**src/rtl/pwm_pkg.sv**
```systemverilog
package pwm_pkg;

  typedef enum logic [1:0] {
    OP_LOAD_LEFT   = 2'd0,
    OP_LOAD_RIGHT  = 2'd1,
    OP_STORE_LEFT  = 2'd2,
    OP_STORE_RIGHT = 2'd3
  } opKind_t;

  // Strobes from the sequencer to the datapath
  typedef struct packed {
    logic start;  // capture a new command
    logic step;   // current byte handshake completes
  } dpStrobe_t;

endpackage

```
**src/rtl/merge_lane.sv**
```systemverilog
// Selects one byte lane of a word: reads it out and replaces it with a new byte.
module merge_lane #(
  parameter int DATA_W = 32,
  localparam int LANES = DATA_W / 8,
  localparam int IDX_W = $clog2(LANES)
) (
  input  logic [IDX_W-1:0]  laneIdx,
  input  logic [DATA_W-1:0] word,
  input  logic [7:0]        inByte,
  output logic [7:0]        outByte,
  output logic [DATA_W-1:0] merged
);

  logic [LANES-1:0] laneHit;
  logic [7:0]       pick [LANES];

  for (genvar g = 0; g < LANES; g++) begin : gLane
    assign laneHit[g]          = (laneIdx == IDX_W'(g));
    assign merged[g*8 +: 8]    = laneHit[g] ? inByte : word[g*8 +: 8];
    assign pick[g]             = laneHit[g] ? word[g*8 +: 8] : 8'h00;
  end

  always_comb begin
    outByte = 8'h00;
    for (int i = 0; i < LANES; i++) begin
      outByte = outByte | pick[i];
    end
  end

endmodule

```
**src/rtl/merge_ctrl.sv**
```systemverilog
// Sequencer: idle / transfer, and the registered completion strobe.
module merge_ctrl
  import pwm_pkg::*;
(
  input  logic      clk,
  input  logic      rstN,
  input  logic      cmdValid,
  input  logic      memReady,
  input  logic      lastStep,
  output dpStrobe_t strb,
  output logic      busy,
  output logic      resDone
);

  typedef enum logic {ST_IDLE, ST_XFER} state_t;

  state_t stateQ;
  logic   finish;

  always_comb begin
    strb.start = (stateQ == ST_IDLE) && cmdValid;
    strb.step  = (stateQ == ST_XFER) && memReady;
    finish     = strb.step && lastStep;
  end

  always_ff @(posedge clk or negedge rstN) begin
    if (!rstN) begin
      stateQ  <= ST_IDLE;
      resDone <= 1'b0;
    end else begin
      resDone <= finish;
      case (stateQ)
        ST_IDLE: if (strb.start) stateQ <= ST_XFER;
        ST_XFER: if (finish)     stateQ <= ST_IDLE;
        default:                 stateQ <= ST_IDLE;
      endcase
    end
  end

  assign busy = (stateQ == ST_XFER);

endmodule

```
**src/rtl/merge_dpath.sv**
```systemverilog
// Datapath: address walk, step counter, working register and lane steering.
module merge_dpath
  import pwm_pkg::*;
#(
  parameter int DATA_W = 32,
  parameter int ADDR_W = 32,
  parameter int RES_W  = 64,
  localparam int LANES = DATA_W / 8,
  localparam int IDX_W = $clog2(LANES)
) (
  input  logic              clk,
  input  logic              rstN,
  input  dpStrobe_t         strb,
  input  logic [1:0]        cmdOp,
  input  logic [ADDR_W-1:0] cmdAddr,
  input  logic [DATA_W-1:0] cmdReg,
  input  logic [7:0]        memRdata,
  output logic [ADDR_W-1:0] memAddr,
  output logic [7:0]        memWdata,
  output logic              memWe,
  output logic              lastStep,
  output logic [RES_W-1:0]  resData
);

  opKind_t           opQ;
  logic [ADDR_W-1:0] addrQ;
  logic [DATA_W-1:0] dataQ;
  logic [IDX_W-1:0]  stepQ;
  logic [IDX_W-1:0]  lastIdxQ;

  opKind_t           cmdKind;
  logic              cmdLeft;
  logic [IDX_W-1:0]  cmdOffset;
  logic [IDX_W-1:0]  cmdLastIdx;

  logic              isLeft;
  logic              isLoad;
  logic [IDX_W-1:0]  laneIdx;
  logic [DATA_W-1:0] mergedWord;
  logic [7:0]        laneByte;

  // Run length comes from the low address bits: left runs end at the top of
  // the aligned word, right runs end at its bottom.
  always_comb begin
    cmdKind    = opKind_t'(cmdOp);
    cmdLeft    = (cmdKind == OP_LOAD_LEFT) || (cmdKind == OP_STORE_LEFT);
    cmdOffset  = cmdAddr[IDX_W-1:0];
    cmdLastIdx = cmdLeft ? (IDX_W'(LANES - 1) - cmdOffset) : cmdOffset;
  end

  always_comb begin
    isLeft  = (opQ == OP_LOAD_LEFT) || (opQ == OP_STORE_LEFT);
    isLoad  = (opQ == OP_LOAD_LEFT) || (opQ == OP_LOAD_RIGHT);
    laneIdx = isLeft ? (IDX_W'(LANES - 1) - stepQ) : stepQ;
  end

  merge_lane #(.DATA_W(DATA_W)) uLane (
    .laneIdx (laneIdx),
    .word    (dataQ),
    .inByte  (memRdata),
    .outByte (laneByte),
    .merged  (mergedWord)
  );

  always_ff @(posedge clk or negedge rstN) begin
    if (!rstN) begin
      opQ      <= OP_LOAD_LEFT;
      addrQ    <= '0;
      dataQ    <= '0;
      stepQ    <= '0;
      lastIdxQ <= '0;
    end else if (strb.start) begin
      opQ      <= cmdKind;
      addrQ    <= cmdAddr;
      dataQ    <= cmdReg;
      stepQ    <= '0;
      lastIdxQ <= cmdLastIdx;
    end else if (strb.step) begin
      if (isLoad) dataQ <= mergedWord;
      addrQ <= isLeft ? (addrQ + ADDR_W'(1)) : (addrQ - ADDR_W'(1));
      stepQ <= stepQ + IDX_W'(1);
    end
  end

  assign memAddr  = addrQ;
  assign memWdata = laneByte;
  assign memWe    = !isLoad;
  assign lastStep = (stepQ == lastIdxQ);
  assign resData  = {{(RES_W - DATA_W){dataQ[DATA_W-1]}}, dataQ};

endmodule

```
**src/rtl/unaligned_pw_merge.sv**
```systemverilog
module unaligned_pw_merge
  import pwm_pkg::*;
#(
  parameter int DATA_W = 32,
  parameter int ADDR_W = 32,
  parameter int RES_W  = 64
) (
  input  logic              clk,
  input  logic              rstN,
  input  logic              cmdValid,
  input  logic [1:0]        cmdOp,
  input  logic [ADDR_W-1:0] cmdAddr,
  input  logic [DATA_W-1:0] cmdReg,
  output logic              busy,
  output logic              memReq,
  output logic [ADDR_W-1:0] memAddr,
  output logic [7:0]        memWdata,
  output logic              memWe,
  input  logic [7:0]        memRdata,
  input  logic              memReady,
  output logic              resDone,
  output logic [RES_W-1:0]  resData
);

  dpStrobe_t strb;
  logic      lastStep;

  merge_ctrl uCtrl (
    .clk      (clk),
    .rstN     (rstN),
    .cmdValid (cmdValid),
    .memReady (memReady),
    .lastStep (lastStep),
    .strb     (strb),
    .busy     (busy),
    .resDone  (resDone)
  );

  merge_dpath #(
    .DATA_W (DATA_W),
    .ADDR_W (ADDR_W),
    .RES_W  (RES_W)
  ) uDpath (
    .clk      (clk),
    .rstN     (rstN),
    .strb     (strb),
    .cmdOp    (cmdOp),
    .cmdAddr  (cmdAddr),
    .cmdReg   (cmdReg),
    .memRdata (memRdata),
    .memAddr  (memAddr),
    .memWdata (memWdata),
    .memWe    (memWe),
    .lastStep (lastStep),
    .resData  (resData)
  );

  assign memReq = busy;

endmodule

```
**config.mk**
```make
export PLATFORM = sky130hd
export DESIGN_NAME = unaligned_pw_merge
export DESIGN_NICKNAME = d
export VERILOG_FILES = /design/src/rtl/pwm_pkg.sv /design/src/rtl/merge_lane.sv /design/src/rtl/merge_ctrl.sv /design/src/rtl/merge_dpath.sv /design/src/rtl/unaligned_pw_merge.sv
export SDC_FILE = /design/constraint.sdc
export NUM_CORES = 1
export LEC_CHECK = 0
export BUFFER_PORTS_ARGS = -buffer_cell sky130_fd_sc_hd__buf_2
export CORE_ASPECT_RATIO = 1.5
export CORE_UTILIZATION = 40
export DETAILED_ROUTE_END_ITERATION = 8
export PLACE_DENSITY = 0.73
export SLEW_MARGIN = 20
export SYNTH_ARGS = -nofsm -noshare
export SYNTH_HDL_FRONTEND = slang
export SYNTH_HIERARCHICAL = 1
export SYNTH_SLANG_ARGS = --single-unit
```
**constraint.sdc**
```tcl
create_clock -name clk -period 7.83 [get_ports clk]
set_input_delay 1.566 -clock clk [delete_from_list [all_inputs] [get_ports clk]]
set_output_delay 1.566 -clock clk [all_outputs]
set_load 0.01 [all_outputs]
```
Yosys cells after proc, flatten, opt, wreduce, memory -nomap -nowiden
Index checks and enable logic that the tools add are counted.
W data, S select, Z words.
{"block": "classes", "n_reduce_logical": 20, "eq_ne": 7, "n_mux": 21, "n_addsub": 5, "n_bitwise": 4}
{"cell": "$mux W32", "count": 6}
{"cell": "$mux W8", "count": 8}
{"cell": "$add A32 B1 Y32 const B", "count": 1}
{"cell": "$sub A32 B1 Y32 const B", "count": 1}
{"cell": "$or A8 B8 Y8", "count": 3}
{"cell": "$reduce_and A3 Y1", "count": 4}
{"cell": "$reduce_bool A2 Y1", "count": 6}
{"cell": "$eq A2 B2 Y1 const B", "count": 4}
{"cell": "$mux W2", "count": 4}
{"cell": "$logic_not A2 Y1", "count": 3}
{"cell": "$eq A2 B1 Y1 const B", "count": 2}
{"cell": "$sub A2 B2 Y2 const A", "count": 2}
{"cell": "$logic_and A1 B1 Y1", "count": 3}
{"cell": "$logic_or A1 B1 Y1", "count": 3}
{"cell": "$add A2 B1 Y2 const B", "count": 1}
{"cell": "$eq A2 B2 Y1", "count": 1}
{"cell": "$mux W1", "count": 2}
{"cell": "$pmux W1 S2", "count": 1}
{"cell": "$logic_not A1 Y1", "count": 1}
{"cell": "$not A1 Y1", "count": 1}
{"block": "word_totals", "output_inout_bits": 108, "regBits": 72, "in_bits": 78, "elab_cells": 67}

Depth between registers and ports, before layout
{"block": "depth", "ltp_word": 8, "ltp_mapped": 13, "depth_no_buf": 8}

Cells and area by module
Netlist, hierarchy kept.
{"module": "merge_dpath", "area_each_um2": 5217.5, "seq_area_each_um2": 1751.7, "cells_per_inst": 613, "n_inst": 1}
{"module": "merge_lane", "area_each_um2": 655.6, "seq_area_each_um2": 0.0, "cells_per_inst": 48, "n_inst": 1}
{"module": "merge_ctrl", "area_each_um2": 87.6, "seq_area_each_um2": 50.0, "cells_per_inst": 7, "n_inst": 1}
{"module": "unaligned_pw_merge", "area_each_um2": 7.5, "seq_area_each_um2": 0.0, "cells_per_inst": 1, "n_inst": 1}

Worst setup path before layout
Ideal clock, no wire load.
{"block": "synth_path", "path_kind": "register -> output", "startpoint": "reg uDpath.opQ[0]", "endpoint": "out memWdata[0]", "slack_ns": 3.866, "path_buffers": 6, "t_arrival_ns": 2.398, "required_time_ns": 6.264, "path_stages_with_launch": 9, "cell_sequence": "dfrtp_1 -> buf_2 -> buf_4 -> buf_2 -> clkbuf_1 -> buf_1 -> xnor2_1 -> buf_6 -> mux4_2"}
{"block": "synth_between", "elab_chain_len": 8, "word_cells_on_any_way": 15, "cone_classes": "eq/ne (4); mux (5); bitwise (3); reduce/logical (3)"}
{"item": "start, declared", "line": "merge_dpath.sv:25", "source": "opKind_t opQ;"}
{"item": "start signal, assigned", "line": "merge_dpath.sv:73", "source": "opQ <= cmdKind;"}
{"item": "$eq A2 B2 Y1 or $logic_not A2 Y1 (tied branches)", "line": "merge_dpath.sv:52", "source": "isLeft = (opQ == OP_LOAD_LEFT) || (opQ == OP_STORE_LEFT);"}
{"item": "$logic_or A1 B1 Y1 *", "line": "merge_dpath.sv:52"}
{"item": "$mux W2 *", "line": "merge_dpath.sv:54", "source": "laneIdx = isLeft ? (IDX_W'(LANES - 1) - stepQ) : stepQ;"}
{"item": "via uDpath.laneIdx[0]", "line": "merge_dpath.sv:38", "source": "logic [IDX_W-1:0] laneIdx;"}
{"item": "$eq A2 B1 Y1 or $logic_not A2 Y1 (tied branches)", "line": "merge_lane.sv:18", "source": "assign laneHit[g] = (laneIdx == IDX_W'(g));"}
{"item": "$mux W8", "line": "merge_lane.sv:20", "source": "assign pick[g] = laneHit[g] ? word[g*8 +: 8] : 8'h00;"}
{"item": "$or A8 B8 Y8 (2 in series)", "line": "merge_lane.sv:26", "source": "outByte = outByte | pick[i];"}
{"item": "$or A8 B8 Y8 *", "line": "merge_lane.sv:26"}
{"item": "end, declared", "line": "unaligned_pw_merge.sv:17", "source": "output logic [7:0] memWdata,"}
Mark *: on every way through the listed nets, which the timed path passes. The rest lies on a longest branch.

Final worst setup path
{"block": "layout_path", "startpoint": "reg uDpath.opQ[0]", "endpoint": "out memWdata[6]"}
The elaborated chain is that of the path after synthesis.

==> impl_metrics.toml <==
[clock_tree]
cts_root_buf = "sky130_fd_sc_hd__clkbuf_16"
htree_num_levels = 3
post-cts-setup-buffer-count = 0
cts.sinks = 72
hold_fix_buffers_cts = 0
clkTransAtPathRegs_ns = 0.06
cts.repair.resized = 0
cts-root-to-sink-buffers = 2
numCtsBuffers = 9
clock_tree_from_tritoncts = "built"
clock_latency_ns = 0.34

[cells_and_area]
design.final.nets = 863
antennaDiodeCount = 0
post_route_cells_drive_above_1_share_pct = 33.1
signed_area_change_from_the_synthesized_netlist_to_the_final_layout_pct = 17.5

[run_status]
outcome = "completed"

[synthesis]
synth_top_cells_by_count = "sky130_fd_sc_hd__nand2_1 (76), sky130_fd_sc_hd__dfrtp_1 (72), sky130_fd_sc_hd__o21ai_0 (54), sky130_fd_sc_hd__mux2i_1 (44), sky130_fd_sc_hd__nor2_1 (38)"
yosys.area.top_type_share_pct = 30.2
ys_async_sr_fraction_pct = 100
synth_area_per_cell_sq_um = 8.92
yosys_register_bits = 72
synthMostInstantiatedCell = "sky130_fd_sc_hd__nand2_1"
top_flip_flop_cell_by_instance_count_after_synthesis = "sky130_fd_sc_hd__dfrtp_1"
cell_taking_the_most_area_after_synthesis = "sky130_fd_sc_hd__dfrtp_1"
post_synth_edffs = 0
yosys_cell_types = 86
yosysWarnings = 6
synth_nets = 748
ys_top_cells_by_area = "sky130_fd_sc_hd__dfrtp_1 (30%), sky130_fd_sc_hd__mux2i_1 (7.4%), sky130_fd_sc_hd__nand2_1 (4.8%)"
netlist_area_sq_um = 5970
postSynthCellCount = 669
synth_sequential_area_ratio_pct = 30.2

[routing]
routed_wire_length_per_instance_um = 18.1
route.vias.total = 5625
routed_via_density = 5.71
drtAntennaViolNets = 0
drt_drc_violations_left = 0
drtIter0Drc = 253
dr.pass1.iters = 5
routed_wl_um = 17800

[place]
place.port_buffers = 185
sum_of_net_half_perimeters_after_detailed_placement_um = 12900
worst_slack_at_placement_ns = 4.00
place.gp.congestion = 0.929

[floorplan]
design.core.area_sq_um = 14500
floorplan.rows = 54
die_area_sq_um = 15400
start_util_pct = 41.1
die_w_um = 102
ios = 186
dieHeight_um = 152

[worst_hold_path]
worst_hold_path_type = "reg2reg"
worstHoldStart = "uDpath/dataQ[1]"

[power_and_ir_drop]
power_density_nw_per_um2 = 444
combinationalPowerShare_pct = 58.4
int_pwr_mw = 1.62
power_frac_clock_pct = 13.6
power_switching_share_pct = 48.0
power_switching_mw = 1.50
standby_leakage_power_nw = 3.11
vdd_drop_max_uv = 236
share_seq_of_total_power_pct = 28.0

[timing]
slew_viol_final = 0
fin_skew_ns = 0.00570
finalHoldViolCount = 0
setup_repair_after_global_routing_missed_its_margin = "false"
final.period_utilization_pct = 45.8
timing_worst_slew_pin_value_ns = 0.962
timing.fmax_mhz = 279
final_period_minus_worst_setup_slack_ns = 3.58
worst_slew_margin_pct = 35.9
setup_total_negative_slack_ns = 0
setup_viol = 0
final.setup.worst_slack_ns = 4.25

[critical_path]
max_stage_delay_ns = 0.59
critPathCaptureType = "primary output"
critPathKind = "reg2out"
crit_arrival_ns = 2.02
cp-startpoint = "uDpath/opQ[0]"
rr_startpoint = "uDpath/opQ[0]"
startpoint_type = "register"
critical_path.slowest_cell = "sky130_fd_sc_hd__mux4_2"
path_cells = "xnor2_2 > buf_4 > mux4_2 > buf_2"
critical_path_required_ns = 6.26
cp_max_fo = 12

[global_routing]
gr-total-overflow = 0
grt_start_max_net_pins = 73
grt_antenna_before_repair = 1
first_global_vias = 5257
grt_pass1_wl_um = 27500
grt_usage_pct = 23.5

[run]
drv_cap = 0
## layout by cell type, fill, tap and decap left out, types with 7 or more instances in the layout
cell	Yosys	routed
sky130_fd_sc_hd__nand2_1	76	76
sky130_fd_sc_hd__xor2_1	11	11
sky130_fd_sc_hd__xnor2_1	17	15
sky130_fd_sc_hd__mux2_2	13	13
sky130_fd_sc_hd__and3_1	8	8
sky130_fd_sc_hd__inv_1	9	9
sky130_fd_sc_hd__a21oi_1	10	9
sky130_fd_sc_hd__clkbuf_16	0	9
sky130_fd_sc_hd__nor2_1	38	38
sky130_fd_sc_hd__mux2_1	21	21
sky130_fd_sc_hd__a22oi_1	7	7
sky130_fd_sc_hd__dfrtp_1	72	72
sky130_fd_sc_hd__buf_2	9	184
sky130_fd_sc_hd__o21ai_0	54	54
sky130_fd_sc_hd__nor3_1	22	22
sky130_fd_sc_hd__nor4_1	9	9
sky130_fd_sc_hd__nand4_1	15	15
sky130_fd_sc_hd__nand3_1	20	20
sky130_fd_sc_hd__mux4_2	8	8
sky130_fd_sc_hd__mux2i_1	44	44
sky130_fd_sc_hd__mux2_4	8	8
## registers in the layout, summed over array words and instances (netlist names)
register / flops
uDpath/dataQ: 32
uDpath/memAddr: 32
uDpath/lastIdxQ: 2
uDpath/opQ: 2
uDpath/stepQ: 2
uCtrl/busy: 1
uCtrl/resDone: 1
## critical path, delay by kind of cell, from the launching register on
family | cells | cell delay (ns)
XOR/XNOR | 1 | 0.17
buffers and inverters | 2 | 0.47
multiplexers | 1 | 0.59
flip-flops | 1 | 0.44
## worst paths after layout
kind	cells past startpoint	slack, ns	end
worst max-delay path	4	4.25	memWdata[6]
worst min-delay path	2	0.52	uDpath/dataQ[1]
worst max register to register	9	4.62	uDpath/memAddr[28]
worst min register to register	2	0.52	uDpath/dataQ[1]
max in group asynchronous	1	5.83	uDpath/memAddr[11]
min in group asynchronous	1	1.37	uDpath/dataQ[29]
## routing by layer
metal  global-route usage, %  part of all wire [%]  vias to the layer above  wire length, um
met2                    43.2                    52                      255             9320
li1                        -                     -                     2641                -
met5                       0                 0.051                        -                9
met3                    4.40                   6.3                       60             1120
met1                    24.6                    36                     2667             6490
met4                    13.8                   4.9                        2              880
## through the flow
stage          util (%)  cells  hold WS (ns)  instance area [sq um]  power (mW)
3_5_place_dp       46.2    969         0.513                   6710        2.68
2_1_floorplan         -    669         0.501                   5970        2.20
3_3_place_gp       46.2    969         0.494                   6710        2.64
5_1_grt            48.3    985         0.554                   7020        3.35
4_1_cts            48.3    985         0.527                   7020        3.12
6_report           48.3    985         0.522                   7020        3.11
## cells by family (layout without fill, tap and decap cells)
group / count (synthesis) / count (layout) / share of synthesized area, %
buffers and inverters: 97 / 217 / 8.99
flip-flops: 72 / 72 / 30.2
multiplexers: 94 / 94 / 18.8
adder cells (fa/ha/maj): 1 / 1 / 0.210
XOR/XNOR: 28 / 28 / 4.11
AO/OA/AOI/OAI: 125 / 125 / 14.3
AND/OR/NAND/NOR: 252 / 252 / 23.4
## power by group through the flow
stage	Combinational, mW	Sequential [mW]	Clock (mW)
detailed placement	1.80	0.872	0
floorplan	1.42	0.779	0
global placement	1.77	0.866	0
finish	1.82	0.870	0.424
CTS	1.81	0.868	0.440
global route	1.99	0.911	0.452
## cell type report
cell class                      count  area [sq um]
Fill cell                        1432          7510
Timing Repair Buffer              190           966
Multi-Input combinational cell    500          3660
Inverter                           11          41.3
Sequential cell                    72          1800
Clock buffer                        9           225
Clock inverter                      7          78.8
Tap cell                          196           245
Note: power is estimated with default switching activity, not from simulation.
